**src/rtl/rs_pkg.sv**
```systemverilog
package rs_pkg;
  typedef enum logic [1:0] {
    ST_FREE  = 2'd0,
    ST_WAIT  = 2'd1,
    ST_SENT  = 2'd2
  } slot_state_t;
endpackage

```
**src/rtl/rs_entry.sv**
```systemverilog
module rs_entry
  import rs_pkg::*;
#(
  parameter int DATA_W = 32,
  parameter int OP_W   = 4,
  parameter int ADDR_W = 16,
  parameter int TAG_W  = 4,
  parameter logic [TAG_W-1:0] MY_TAG = 1
) (
  input  logic              clk,
  input  logic              rst_n,
  input  logic              flush,
  input  logic              wr_en,
  input  logic [OP_W-1:0]   wr_op,
  input  logic [ADDR_W-1:0] wr_addr,
  input  logic [DATA_W-1:0] wr_vj,
  input  logic [TAG_W-1:0]  wr_qj,
  input  logic [DATA_W-1:0] wr_vk,
  input  logic [TAG_W-1:0]  wr_qk,
  input  logic              bus_valid,
  input  logic [TAG_W-1:0]  bus_tag,
  input  logic [DATA_W-1:0] bus_data,
  input  logic              launch,
  output logic              busy,
  output logic              rdy,
  output logic [OP_W-1:0]   ent_op,
  output logic [ADDR_W-1:0] ent_addr,
  output logic [DATA_W-1:0] fwd_vj,
  output logic [DATA_W-1:0] fwd_vk
);
  slot_state_t       st;
  logic [DATA_W-1:0] vj, vk;
  logic [TAG_W-1:0]  qj, qk;
  logic              hit_j, hit_k, in_hit_j, in_hit_k, own_hit;

  assign hit_j    = bus_valid && (qj != '0) && (bus_tag == qj);
  assign hit_k    = bus_valid && (qk != '0) && (bus_tag == qk);
  assign in_hit_j = bus_valid && (wr_qj != '0) && (bus_tag == wr_qj);
  assign in_hit_k = bus_valid && (wr_qk != '0) && (bus_tag == wr_qk);
  assign own_hit  = bus_valid && (bus_tag == MY_TAG);

  assign busy     = (st != ST_FREE);
  assign rdy      = (st == ST_WAIT) && ((qj == '0) || hit_j) && ((qk == '0) || hit_k);
  assign fwd_vj   = (qj == '0) ? vj : bus_data;
  assign fwd_vk   = (qk == '0) ? vk : bus_data;
  assign ent_op   = wr_en ? wr_op : op_q;
  assign ent_addr = addr_q;

  logic [OP_W-1:0]   op_q;
  logic [ADDR_W-1:0] addr_q;

  always_ff @(posedge clk) begin
    if (!rst_n)                st <= ST_FREE;
    else if (flush)            st <= ST_FREE;
    else if (wr_en)            st <= ST_WAIT;
    else if (busy && own_hit)  st <= ST_FREE;
    else if (launch)           st <= ST_SENT;
  end

  always_ff @(posedge clk) begin
    if (wr_en) begin
      op_q   <= wr_op;
      addr_q <= wr_addr;
      qj     <= in_hit_j ? '0 : wr_qj;
      vj     <= in_hit_j ? bus_data : wr_vj;
      qk     <= in_hit_k ? '0 : wr_qk;
      vk     <= in_hit_k ? bus_data : wr_vk;
    end else if (st == ST_WAIT) begin
      if (hit_j) begin
        qj <= '0;
        vj <= bus_data;
      end
      if (hit_k) begin
        qk <= '0;
        vk <= bus_data;
      end
    end
  end

  AST_LAUNCH_READY: assert property (@(posedge clk) disable iff (!rst_n)
    launch |-> rdy) else $error("launch without ready operands");

  AST_WRITE_FREE: assert property (@(posedge clk) disable iff (!rst_n)
    wr_en |-> !busy) else $error("write into occupied slot");

  AST_WAKE_CLEARS: assert property (@(posedge clk) disable iff (!rst_n)
    (st == ST_WAIT && hit_j && !flush && !wr_en) |=> (qj == '0)) else $error("wakeup lost");
endmodule

```
**src/rtl/rs_free_pick.sv**
```systemverilog
module rs_free_pick #(
  parameter int NUM_ENT = 4
) (
  input  logic [NUM_ENT-1:0] busy,
  output logic [NUM_ENT-1:0] free_sel,
  output logic               any_free
);
  always_comb begin
    free_sel = '0;
    for (int i = NUM_ENT - 1; i >= 0; i--) begin
      if (!busy[i]) begin
        free_sel    = '0;
        free_sel[i] = 1'b1;
      end
    end
  end
  assign any_free = ~&busy;
endmodule

```
**src/rtl/rs_age_pick.sv**
```systemverilog
module rs_age_pick #(
  parameter int NUM_ENT = 4
) (
  input  logic               clk,
  input  logic               rst_n,
  input  logic [NUM_ENT-1:0] alloc,
  input  logic [NUM_ENT-1:0] busy,
  input  logic [NUM_ENT-1:0] req,
  output logic [NUM_ENT-1:0] grant
);
  // older_m[i][j]: slot i was allocated before slot j
  logic [NUM_ENT-1:0] older_m [NUM_ENT];

  always_ff @(posedge clk) begin
    for (int i = 0; i < NUM_ENT; i++) begin
      for (int j = 0; j < NUM_ENT; j++) begin
        if (!rst_n)        older_m[i][j] <= 1'b0;
        else if (alloc[i]) older_m[i][j] <= 1'b0;
        else if (alloc[j]) older_m[i][j] <= busy[i];
      end
    end
  end

  always_comb begin
    for (int i = 0; i < NUM_ENT; i++) begin
      grant[i] = req[i];
      for (int j = 0; j < NUM_ENT; j++) begin
        if (j != i && req[j] && older_m[j][i]) grant[i] = 1'b0;
      end
    end
  end

  AST_GRANT_ONEHOT: assert property (@(posedge clk) disable iff (!rst_n)
    $onehot0(grant)) else $error("multiple grants");

  AST_GRANT_SUBSET: assert property (@(posedge clk) disable iff (!rst_n)
    (|req) |-> (|grant)) else $error("ready entries but no grant");
endmodule

```
**src/rtl/rs_station_array.sv**
```systemverilog
module rs_station_array #(
  parameter int NUM_ENT  = 4,
  parameter int DATA_W   = 32,
  parameter int OP_W     = 4,
  parameter int ADDR_W   = 16,
  parameter int TAG_W    = 4,
  parameter int TAG_BASE = 1
) (
  input  logic              clk,
  input  logic              rst_n,
  input  logic              flush,
  input  logic              iss_valid,
  output logic              iss_ready,
  output logic [TAG_W-1:0]  iss_tag,
  input  logic [OP_W-1:0]   iss_op,
  input  logic [ADDR_W-1:0] iss_addr,
  input  logic [DATA_W-1:0] iss_vj,
  input  logic [TAG_W-1:0]  iss_qj,
  input  logic [DATA_W-1:0] iss_vk,
  input  logic [TAG_W-1:0]  iss_qk,
  input  logic              bus_valid,
  input  logic [TAG_W-1:0]  bus_tag,
  input  logic [DATA_W-1:0] bus_data,
  output logic              disp_valid,
  input  logic              disp_ready,
  output logic [TAG_W-1:0]  disp_tag,
  output logic [OP_W-1:0]   disp_op,
  output logic [ADDR_W-1:0] disp_addr,
  output logic [DATA_W-1:0] disp_vj,
  output logic [DATA_W-1:0] disp_vk
);
  logic [NUM_ENT-1:0] busy, rdy, free_sel, alloc, grant, launch;
  logic               any_free;
  logic [OP_W-1:0]    e_op   [NUM_ENT];
  logic [ADDR_W-1:0]  e_addr [NUM_ENT];
  logic [DATA_W-1:0]  e_vj   [NUM_ENT];
  logic [DATA_W-1:0]  e_vk   [NUM_ENT];

  rs_free_pick #(.NUM_ENT(NUM_ENT)) u_free (
    .busy(busy), .free_sel(free_sel), .any_free(any_free)
  );

  assign iss_ready = any_free && !flush;
  assign alloc     = free_sel & {NUM_ENT{iss_valid && iss_ready}};

  rs_age_pick #(.NUM_ENT(NUM_ENT)) u_age (
    .clk(clk), .rst_n(rst_n), .alloc(alloc), .busy(busy), .req(rdy), .grant(grant)
  );

  assign disp_valid = (|grant) && !flush;
  assign launch     = grant & {NUM_ENT{disp_ready && !flush}};

  for (genvar g = 0; g < NUM_ENT; g++) begin : g_slot
    rs_entry #(
      .DATA_W(DATA_W), .OP_W(OP_W), .ADDR_W(ADDR_W), .TAG_W(TAG_W),
      .MY_TAG(TAG_W'(TAG_BASE + g))
    ) u_ent (
      .clk(clk), .rst_n(rst_n), .flush(flush), .wr_en(alloc[g]),
      .wr_op(iss_op), .wr_addr(iss_addr), .wr_vj(iss_vj), .wr_qj(iss_qj),
      .wr_vk(iss_vk), .wr_qk(iss_qk), .bus_valid(bus_valid), .bus_tag(bus_tag),
      .bus_data(bus_data), .launch(launch[g]), .busy(busy[g]), .rdy(rdy[g]),
      .ent_op(e_op[g]), .ent_addr(e_addr[g]), .fwd_vj(e_vj[g]), .fwd_vk(e_vk[g])
    );
  end

  always_comb begin
    iss_tag = '0;
    for (int i = 0; i < NUM_ENT; i++)
      if (free_sel[i]) iss_tag = TAG_W'(TAG_BASE + i);
  end

  always_comb begin
    disp_tag  = '0;
    disp_op   = '0;
    disp_addr = '0;
    disp_vj   = '0;
    disp_vk   = '0;
    for (int i = 0; i < NUM_ENT; i++) begin
      if (grant[i]) begin
        disp_tag  = TAG_W'(TAG_BASE + i);
        disp_op   = e_op[i];
        disp_addr = e_addr[i];
        disp_vj   = e_vj[i];
        disp_vk   = e_vk[i];
      end
    end
  end

  AST_FULL_STALL: assert property (@(posedge clk) disable iff (!rst_n)
    (&busy) |-> !iss_ready) else $error("issue accepted while full");

  AST_FLUSH_EMPTY: assert property (@(posedge clk) disable iff (!rst_n)
    flush |=> (busy == '0)) else $error("slot survived flush");

  AST_DISP_TAG_NONZERO: assert property (@(posedge clk) disable iff (!rst_n)
    disp_valid |-> (disp_tag != '0)) else $error("zero tag offered");

  AST_SENT_NOT_REOFFERED: assert property (@(posedge clk) disable iff (!rst_n)
    (disp_valid && disp_ready) |=> !(disp_valid && disp_tag == $past(disp_tag) && !$past(flush)
      && !$past(bus_valid))) else $error("entry offered twice");
endmodule

```
**config.mk**
```make
export PLATFORM = sky130hd
export DESIGN_NAME = rs_station_array
export DESIGN_NICKNAME = d
export VERILOG_FILES = /design/src/rtl/rs_pkg.sv /design/src/rtl/rs_entry.sv /design/src/rtl/rs_free_pick.sv /design/src/rtl/rs_age_pick.sv /design/src/rtl/rs_station_array.sv
export SDC_FILE = /design/constraint.sdc
export NUM_CORES = 1
export LEC_CHECK = 0
export BUFFER_PORTS_ARGS = -buffer_cell sky130_fd_sc_hd__clkbuf_2
export CAP_MARGIN = 15
export CORE_UTILIZATION = 55
export CTS_BUF_LIST = sky130_fd_sc_hd__clkbuf_8
export DETAILED_ROUTE_END_ITERATION = 10
export HOLD_SLACK_MARGIN = 0.12
export PLACE_DENSITY = 0.75
export SLEW_MARGIN = 15
export SYNTH_ARGS = -nofsm -noshare
export SYNTH_HDL_FRONTEND = slang
export SYNTH_SLANG_ARGS = --single-unit
```
**constraint.sdc**
```tcl
create_clock -name clk -period 6 [get_ports clk]
set_clock_uncertainty 0.15 [all_clocks]
set_input_delay 0.3 -clock clk [delete_from_list [all_inputs] [get_ports clk]]
set_output_delay 0.3 -clock clk [all_outputs]
set_load 0.005 [all_outputs]
```
# --- Yosys cells after proc, flatten, opt, wreduce, memory -nomap -nowiden ---
# Memories as Yosys holds them, arrays and structs flattened.
# Index checks and enable logic that the tools add are counted.
totals:
  regBits: 376
  ram_bits: 16
  inputBits: 134
  memories: 1
op_classes:
  n_eq_ne: 18
  mux: 193
  bitwise_logic: 31
  n_reduce_logical: 115
memory_table:
  columns: ["memory", "depth", "word_bits", "read_ports", "rd_clocked_by_memory_dff", "write_ports", "line", "text"]
  rows:
  - ["u_age.older_m", 4, 4, 4, 0, 4, "rs_age_pick.sv:12", "logic [NUM_ENT-1:0] older_m [NUM_ENT];"]
op_table:
  columns: ["operator", "count"]
  rows:
  - ["32-bit 2-to-1 mux", 42]
  - ["4-bit 2-to-1 mux", 44]
  - ["1-bit 2-to-1 mux", 103]
  - ["16-bit 2-to-1 mux", 4]
  - ["1-bit logical AND", 52]
  - ["4-bit == test", 10]
  - ["4-bit nonzero test", 10]
  - ["4-bit logical NOT", 8]
  - ["2-bit nonzero test", 16]
  - ["1-bit OR", 28]
  - ["4-bit OR reduction", 5]
  - ["2-bit AND reduction", 8]
  - ["3-bit nonzero test", 4]
  - ["4-bit AND", 2]
  - ["2-bit by 1-bit == test with 1-bit output, second input constant", 4]
  - ["4-bit by 2-bit == test with 1-bit output, second input constant", 2]
  - ["1-bit logical OR", 8]
  - ["4-bit by 1-bit == test with 1-bit output, second input constant", 1]
  - ["4-bit by 3-bit == test with 1-bit output, second input constant", 1]
  - ["4-bit AND reduction", 1]
  - ["1-bit logical NOT", 2]
  - ["2-bit OR reduction", 1]
  - ["1-bit inverter", 1]

# --- Depth between registers and ports, before layout ---
# Gate-level depths: netlist of the first run.
logic_depth:
  ltp_word: 14
  ltp_mapped: 12

# --- Modules after synthesis ---
# A second synthesis of the first run with hierarchy kept.
unflattened:
  cells_unflattened: 1600
  area_unflattened_um2: 21859.7
modules_own_cells:
  columns: ["module", "instances", "cells_per_inst", "area_each_um2", "seq_area_each_um2"]
  rows:
  - ["rs_entry at g_slot[0].u_ent ...", 2, 305, 4795.8, 2762.6]
  - ["rs_entry at g_slot[3].u_ent", 1, 303, 4803.4, 2762.6]
  - ["rs_entry at g_slot[2].u_ent", 1, 303, 4794.6, 2762.6]
  - ["rs_station_array", 1, 326, 2014.4, 0.0]
  - ["rs_age_pick", 1, 53, 619.3, 350.3]
  - ["rs_free_pick", 1, 5, 36.3, 0.0]

# --- Least setup slack after synthesis of the first run ---
# OpenSTA, ideal clock, no wires.
synth_timing:
  path_kind: "register to register"
  from: "register g_slot[2].u_ent.qk[0]"
  to: "register g_slot[2].u_ent.qk[0], enable pin"
  arrival_time_ps: 3769
  t_required_ps: 5366
  path_slack_ps: 1597
  stages_incl_launch_ff: 4
  n_path_buf: 0
  period_less_slack_ps: 4403
  path_cell_list: "edfxtp_1 -> xor2_1 -> or3b_2 -> o31ai_1"
synth_via:
  elab_chain_cells: 5
synth_lines:
  columns: ["element", "line", "text"]
  rows:
  - ["start, declared", "rs_entry.sv:33", "logic [TAG_W-1:0] qj, qk;"]
  - ["start signal, assigned", "rs_entry.sv:66", "qk <= in_hit_k ? '0 : wr_qk;"]
  - ["4-bit nonzero test", "rs_entry.sv:37", "assign hit_k = bus_valid && (qk != '0) && (bus_tag == qk);"]
  - ["1-bit logical AND", "rs_entry.sv:37", null]
  - ["1-bit logical AND (*)", "rs_entry.sv:37", null]
  - ["2-bit nonzero test (no line) (*)", null, null]
  - ["2-bit AND reduction (no line) (*)", null, null]
# Mark *: on every way between the ends. The rest lies on a longest branch, timed or not.
# A chain may end at the register's enable or synchronous reset.

# --- Worst setup path in the final report of the first run ---
layout_timing:
  from: "register g_slot[3].u_ent.qj[0]"
  to: "output disp_vk[21]"
layout_via:
  elab_chain_cells: 12
layout_lines:
  columns: ["element", "line", "text"]
  rows:
  - ["start, declared", "rs_entry.sv:33", null]
  - ["start signal, assigned", "rs_entry.sv:64", "qj <= in_hit_j ? '0 : wr_qj;"]
  - ["4-bit nonzero test", "rs_entry.sv:36", "assign hit_j = bus_valid && (qj != '0) && (bus_tag == qj);"]
  - ["1-bit logical AND (2 in series)", "rs_entry.sv:36", null]
  - ["1-bit logical OR (*)", "rs_entry.sv:43", "assign rdy = (st == ST_WAIT) && ((qj == '0) || hit_j) && ((qk == '0) || hit_k);"]
  - ["1-bit logical AND (*) (2 in series)", "rs_entry.sv:43", null]
  - ["1-bit logical AND", "rs_age_pick.sv:28", "if (j != i && req[j] && older_m[j][i]) grant[i] = 1'b0;"]
  - ["1-bit 2-to-1 mux", "rs_age_pick.sv:28", null]
  - ["32-bit 2-to-1 mux (3 in series)", "rs_station_array.sv:79", "if (grant[i]) begin"]
  - ["32-bit 2-to-1 mux (*)", "rs_station_array.sv:79", null]
  - ["end, declared", "rs_station_array.sv:30", "output logic [DATA_W-1:0] disp_vk"]
# Marks and branches as above.

==> flow_summary_export.csv, run 1 <==
group,metric,value,unit
detailed_routing,first_pass_iters,7,
synth,yosysWarnings,0,
critical_path,cp-startpoint,"g_slot[3].u_ent.qj[0]",
place,port_buffers,225,
global_routing,grt_first_pass_wirelength,105,mm
clock_tree,cts_tree,"built",
global_routing,grt_overflow_total,0,
clock_tree,cts.sinks,388,
synth,synth_ff_type,"edfxtp_1",
detailed_routing,drc_errors,0,
critical_path,crit_fanout,33,
synth,synthesis.instances,2054,
clock_tree,cts.clk_slew.worst_paths,0.06,ns
critical_path,end_kind,"primary output",
critical_path,critPathMaxStageDelay,0.59,ns
critical_path,crit_path_start_kind,"flop",
critical_path,cp-endpoint,"disp_vk[21]",
critical_path,r2r_start,"g_slot[0].u_ent.st[1]",
sta,relSlewSlack,18.2,%
detailed_routing,finalWirelength,70.3,mm
sta,drv_slew,0,
cells_and_area,areaGrowthSynthToFinish,20.2,%
clock_tree,clk_path_buf_depth,3,
place,gp_congestion,0.992,
sta,rsz0062_at_grt,"no",
detailed_routing,ant_nets,0,
critical_path,worst_ep_arrival_time,4.50,ns
critical_path,worstPathCellList,"nor4_2 > buf_4 > a21oi_1 > or2_1 > o2111ai_4 > nand2_2 > buf_4 > a21oi_1 > o32a_1 > clkbuf_2",
power_and_ir_drop,power,5.83,mW
power_and_ir_drop,vdd_drop_max,0.000162,V
power_and_ir_drop,leakage,9.65,nW
place,place_hpwl,40.1,mm
floorplanning,row_count,71,
synth,synth_seq_cells,388,
critical_path,cp.buffers_inverters,3,
power_and_ir_drop,cellPowerDensity,228,nW/um^2
critical_path,r2r_slack,1.58,ns
clock_tree,numCtsBuffers,67,
sta,setup-tns-final,0,ns
synth,syn_avg_cell_area,10.4,sq um
synth,yosysUniqueCellTypes,55,
global_routing,grt_max_degree,87,
global_routing,antenna_found_initial,2,
sta,fin_crit,4.95,ns
critical_path,reg2reg_depth,9,
run_status,status,"finished clean",
sta,setup_viol,0,
critical_path,rr_endpoint,"g_slot[3].u_ent.vj[22]",
floorplanning,io_pins,228,
synth,netlist_area,21300,sq um
detailed_routing,num_vias,18600,
cells_and_area,drive_gt1_share,26.6,%
cells_and_area,final_common_cell,"nand2_1",
synth,synth_edf_count,363,
sta,min_period_over_period,82.5,%
sta,max_freq,0.202,GHz
detailed_routing,wl_per_cell,24.0,um
critical_path,required,5.55,ns
sta,hold_viol,0,
critical_path,path_class,"flop to primary output",
critical_path,crit_slowest_cell,"o2111ai_4",
sta,worst_pin_slew,1.23,ns
critical_path,cpLargestDelayFamily,"simple AND/OR/NAND/NOR gates",
synth,synth-seq-area-share,53.5,%
floorplanning,die_area,39500,sq um
global_routing,grt_pass1_vias,18200,
global_routing,grtUsageTotal,35.5,%
min_path,hold_class,"primary input to flop",
clock_tree,clock_latency,0.64,ns
clock_tree,cts_resized,0,
detailed_routing,drt_iter0_markers,2306,
detailed_routing,vias_per_cell,6.36,
floorplanning,die-height,199,um
floorplanning,start_util,56.3,%
floorplanning,core-area,37800,sq um
clock_tree,root_buffer,"clkbuf_8",
cells_and_area,fin_nets,2500,
flow_run,max-cap-violations,0,
cells_and_area,final_cell_mix,"nand2_1, edfxtp_1, mux2_2",
sta,fin_hold_ws,0.183,ns
cells_and_area,fin_util,67.6,%
floorplanning,die_w,199,um
critical_path,path_depth,10,
clock_tree,cts_max_level,3,
synth,synthArstFlopShare,0,%
-- synthesized netlist by cell type, types with 6 or more instances --
cell type  number  area [sq um]
nand2_1       605          2270
edfxtp_1      363         10900
mux2_2        251          2830
a21oi_1       207          1040
clkbuf_1      127           477
a31oi_1        66           413
o32a_1         64           641
nor2_1         50           188
o21ai_0        44           220
buf_2          41           205
dfxtp_1        25           500
xor2_1         23           201
a221oi_1       20           175
nand3_1        16          80.1
inv_1          15          56.3
xnor2_1        15           131
buf_4          10          75.1
or4_1          10          75.1
nor4_1          8          50.1
and2_1          7          43.8
buf_6           7          78.8
nand2b_1        7          43.8
nor3_1          7          35.0
nor3b_1         6          45.0
o31ai_1         6          45.0
-- kinds of logic (layout without fill, tap and decap cells) --
logic type,count (synthesis),in the layout,share of synthesized area [%]
other,1,4,0.0176
xor gates and xnor gates,38,38,1.56
AOI/OAI and AO/OA,424,424,12.7
buffers and inverters,204,562,4.26
muxes,256,256,13.5
and+or+nand+nor,743,743,14.3
DFF,388,388,53.5
-- final cells by class --
cell class | count | area [sq um]
Tap cell | 511 | 639
Sequential cell | 388 | 11400
Timing Repair Buffer | 428 | 3050
Multi-Input combinational cell | 1463 | 9200
Inverter | 18 | 68.8
Clock inverter | 44 | 240
Antenna cell | 2 | 5.00
Fill cell | 2895 | 12300
Clock buffer | 72 | 991
-- worst min-delay path by stage --
stage	cells after the start	startpoint	end	slack, ns
floorplan	0	iss_addr[0]	g_slot[0].u_ent.ent_addr[0]	0.25
global placement	2	g_slot[2].u_ent.op_q[0]	g_slot[2].u_ent.op_q[0]	0.27
detailed placement	2	g_slot[3].u_ent.op_q[1]	g_slot[3].u_ent.op_q[1]	0.28
CTS	2	bus_data[7]	g_slot[0].u_ent.vj[7]	0.12
global route	2	bus_data[7]	g_slot[2].u_ent.vj[7]	0.17
finish	2	bus_data[7]	g_slot[0].u_ent.vk[7]	0.18
-- metrics by stage --
step	instances	area, sq um	setup WS, ns
after floorplan	2055	21300	1.60
after global placement	2650	22800	1.88
after detailed placement	2650	22800	1.79
after CTS	2924	25600	1.14
after global routing	2925	25600	0.960
final	2926	25600	1.05
-- flip-flops by register name, summed over array words and instances, names as in the netlist --
signal and count:
g_slot.u_ent.vj 128, g_slot.u_ent.vk 128, g_slot.u_ent.ent_addr 64, g_slot.u_ent.op_q 16, g_slot.u_ent.qj 16, g_slot.u_ent.qk 16, u_age.older_m 12, g_slot.u_ent.st 8
-- worst reg2reg max path, stage by stage, from the launching register on --
cell and delay [ns]:
dfxtp_1 0.36, nor2_1 0.54, nor3_1 0.11, a21oi_1 0.20
nand3_1 0.10, buf_4 0.24, inv_2 0.48, nand2_2 0.84
mux2_2 0.57, dlygate4sd3_1 0.56
-- layer usage --
| metal | track usage, % | vias up | part of all wire [%] |
|---|---|---|---|
| li1 | - | 8081 | - |
| met1 | 46.8 | 8909 | 37 |
| met2 | 56.7 | 1372 | 46 |
| met3 | 7.31 | 259 | 13 |
| met4 | 15.7 | 0 | 4.1 |
| met5 | 0 | - | 0 |
-- where the power goes --
group	internal, mW	total [mW]	switching, mW
Combinational	0.225	0.485	0.260
Clock	1.19	2.31	1.12
Sequential	3.01	3.03	0.0169
-- what timing repair did --
item | in CTS | in global routing
hold buffers | 158 | 0
hold endpoints to repair | 390 | 0
buffers inserted | 0 | 0
Note: power is estimated with default switching activity, not from simulation.
==> run 2, diff against run 1 <==
- PLACE_DENSITY: 0.75 -> 0.78
- clock period: 6 -> 4.3 ns (I/O delays scaled with it)
==> run 2 against run 1 <==
Critical path depth is 1 lower. Setup slack worse by 0.97 ns. Wire length is 1.6% higher. Die area stayed put. Worst hold slack worse by 0.0031 ns. Sequential cell count stayed put. Final cell count is 0.65% higher. Largest cell class unchanged. Sequential power is 40% higher. Clock power is 30% higher. Total power is 36% higher. First-iteration DRC count is 9.0% lower. Count of clock-buffer cells in the layout is 4 lower. Highest routed layer unchanged.
==> flow_summary_export.csv, run 2 (same netlist as run 1, synthesis figures left out) <==
group,metric,value,unit
run_status,status,"finished clean",
power_and_ir_drop,p_clk_share,37.9,%
global_routing,grtUsageTotal,35.4,%
critical_path,rr_endpoint,"g_slot[3].u_ent.vj[24]",
clock_tree,root_buffer,"clkbuf_8",
clock_tree,cts.sinks,388,
critical_path,crit_fanout,64,
clock_tree,cts_max_level,3,
sta,setup_slack,0.0800,ns
clock_tree,clock_latency,0.64,ns
cells_and_area,final_common_cell,"nand2_1",
floorplanning,row_count,71,
global_routing,use_met3,7.70,%
global_routing,grt-busiest-layer,"met2",
cells_and_area,fin_nets,2520,
cells_and_area,final_cell_mix,"nand2_1, edfxtp_1, mux2_2",
global_routing,use_met2,57.8,%
critical_path,path_class,"flop to primary output",
floorplanning,start_util,56.3,%
place,place_hpwl,38.9,mm
cells_and_area,fillers,2820,
clock_tree,clk_path_buf_depth,3,
place,gp_congestion,0.897,
detailed_routing,num_vias,18900,
sta,setup_viol,0,
detailed_routing,vias_per_cell,6.42,
clock_tree,cts_tree,"built",
clock_tree,cts_setup_buffers,0,
floorplanning,die_w,199,um
power_and_ir_drop,sw_frac_of_total,24.3,%
detailed_routing,ant_nets,0,
cells_and_area,fin_util,68.0,%
global_routing,grtUsageMet1,43.7,%
critical_path,worst_ep_arrival_time,3.86,ns
clock_tree,numCtsBuffers,66,
global_routing,grt_overflow_total,0,
critical_path,worstPathCellList,"xor2_1 > or3b_2 > o22ai_1 > and2_2 > o2111ai_2 > nand2_2 > buf_4 > o32a_1 > clkbuf_2",
sta,min_period_over_period,98.1,%
floorplanning,die_area,39500,sq um
detailed_routing,drc_errors,0,
floorplanning,core-area,37800,sq um
place,place_ws,0.729,ns
critical_path,cp-startpoint,"g_slot[2].u_ent.qk[0]",
critical_path,crit_path_start_kind,"flop",
sta,drv_slew,0,
floorplanning,die-height,199,um
cells_and_area,areaGrowthSynthToFinish,20.8,%
critical_path,cp.buffers_inverters,2,
sta,hold_viol,0,
min_path,hold_class,"primary input to flop",
flow_run,max-cap-violations,0,
sta,worst_pin_slew,0.980,ns
cells_and_area,drive_gt1_share,26.8,%
critical_path,reg2reg_depth,10,
floorplanning,io_pins,228,
global_routing,grt_pass1_vias,18800,
sta,rsz0062_at_grt,"no",
clock_tree,cts.clk_slew.worst_paths,0.06,ns
detailed_routing,first_pass_iters,6,
global_routing,antenna_found_initial,3,
power_and_ir_drop,p_seq_share,53.4,%
power_and_ir_drop,switchingPower,1.92,mW
global_routing,grt_first_pass_wirelength,106,mm
sta,setup-tns-final,0,ns
critical_path,cpLargestDelayFamily,"simple AND/OR/NAND/NOR gates",
sta,relSlewSlack,34.7,%
critical_path,path_depth,9,
power_and_ir_drop,p_comb_share,8.7,%
detailed_routing,wl_per_cell,24.3,um
critical_path,crit_slowest_cell,"buf_4",
power_and_ir_drop,vdd_drop_max,0.000240,V
power_and_ir_drop,cellPowerDensity,308,nW/um^2
critical_path,critPathMaxStageDelay,0.72,ns
sta,max_freq,0.237,GHz
critical_path,r2r_slack,0.28,ns
critical_path,cp-endpoint,"disp_vk[28]",
detailed_routing,drt_iter0_markers,2099,
place,port_buffers,225,
power_and_ir_drop,leakage,9.69,nW
sta,fin_crit,4.22,ns
critical_path,required,3.93,ns
critical_path,end_kind,"primary output",
min_path,holdPathStages,5,
critical_path,r2r_start,"g_slot[3].u_ent.st[1]",
power_and_ir_drop,intPower,5.99,mW
detailed_routing,finalWirelength,71.4,mm
global_routing,grt_max_degree,67,
## run 2: what timing repair did
| action | CTS | global route |
|---|---|---|
| gates resized for setup | 0 | 3 |
| setup endpoints to repair | 0 | 4 |
| endpoints found under the hold margin | 399 | 0 |
| hold buffers | 171 | 0 |
## run 2: final cells by class
type / count / area (sq um) / share of cell area, %
clock buffer: 68 / 936 / 3.64
timing repair buffer: 448 / 3270 / 12.7
inverter: 18 / 68.8 / 0.267
tap: 511 / 639 / 2.48
antenna: 5 / 12.5 / 0.0486
clock inverter: 43 / 190 / 0.739
multi-input combinational: 1464 / 9220 / 35.8
sequential: 388 / 11400 / 44.3
## run 2: power by group through the flow
stage               Combinational [mW]  Clock, mW  Sequential (mW)
floorplan                        0.327          0             4.30
global placement                 0.505          0             4.30
detailed placement               0.532          0             4.31
CTS                              0.667       3.01             4.23
global route                     0.736       3.17             4.23
finish                           0.689       3.00             4.23
## run 2: layer usage
metal	vias up	wire length (um)
met1	8921	25100
met5	-	0
met2	1500	33300
met4	0	3880
li1	8124	-
met3	353	9100
## run 2: tightest hold or removal path, delay by kind of cell
| kind | cells | cell delay (ns) |
|---|---|---|
| buffers and inverters | 1 | 0.23 |
| AOI/OAI and AO/OA | 1 | 0.08 |
| and+or+nand+nor | 3 | 0.39 |
## run 2: worst min path at each step
stage	end	startpoint	slack, ns
after floorplan	g_slot[0].u_ent.ent_addr[0]	iss_addr[0]	0.16
after global placement	g_slot[2].u_ent.op_q[0]	g_slot[2].u_ent.op_q[0]	0.27
after detailed placement	g_slot[2].u_ent.op_q[0]	g_slot[2].u_ent.op_q[0]	0.28
after CTS	g_slot[0].u_ent.st[0]	bus_valid	0.13
after global routing	g_slot[0].u_ent.st[0]	bus_valid	0.20
final	g_slot[0].u_ent.st[0]	bus_valid	0.18
## run 2: per-stage QoR
step           instance area, sq um  total power [mW]  std cells  hold WS [ns]
2_1_floorplan                 21300              4.63       2055         0.164
3_3_place_gp                  22800              4.81       2655         0.273
3_5_place_dp                  22800              4.84       2655         0.284
4_1_cts                       25700              7.91       2937         0.134
5_1_grt                       25700              8.14       2941         0.197
6_report                      25700              7.92       2945         0.180
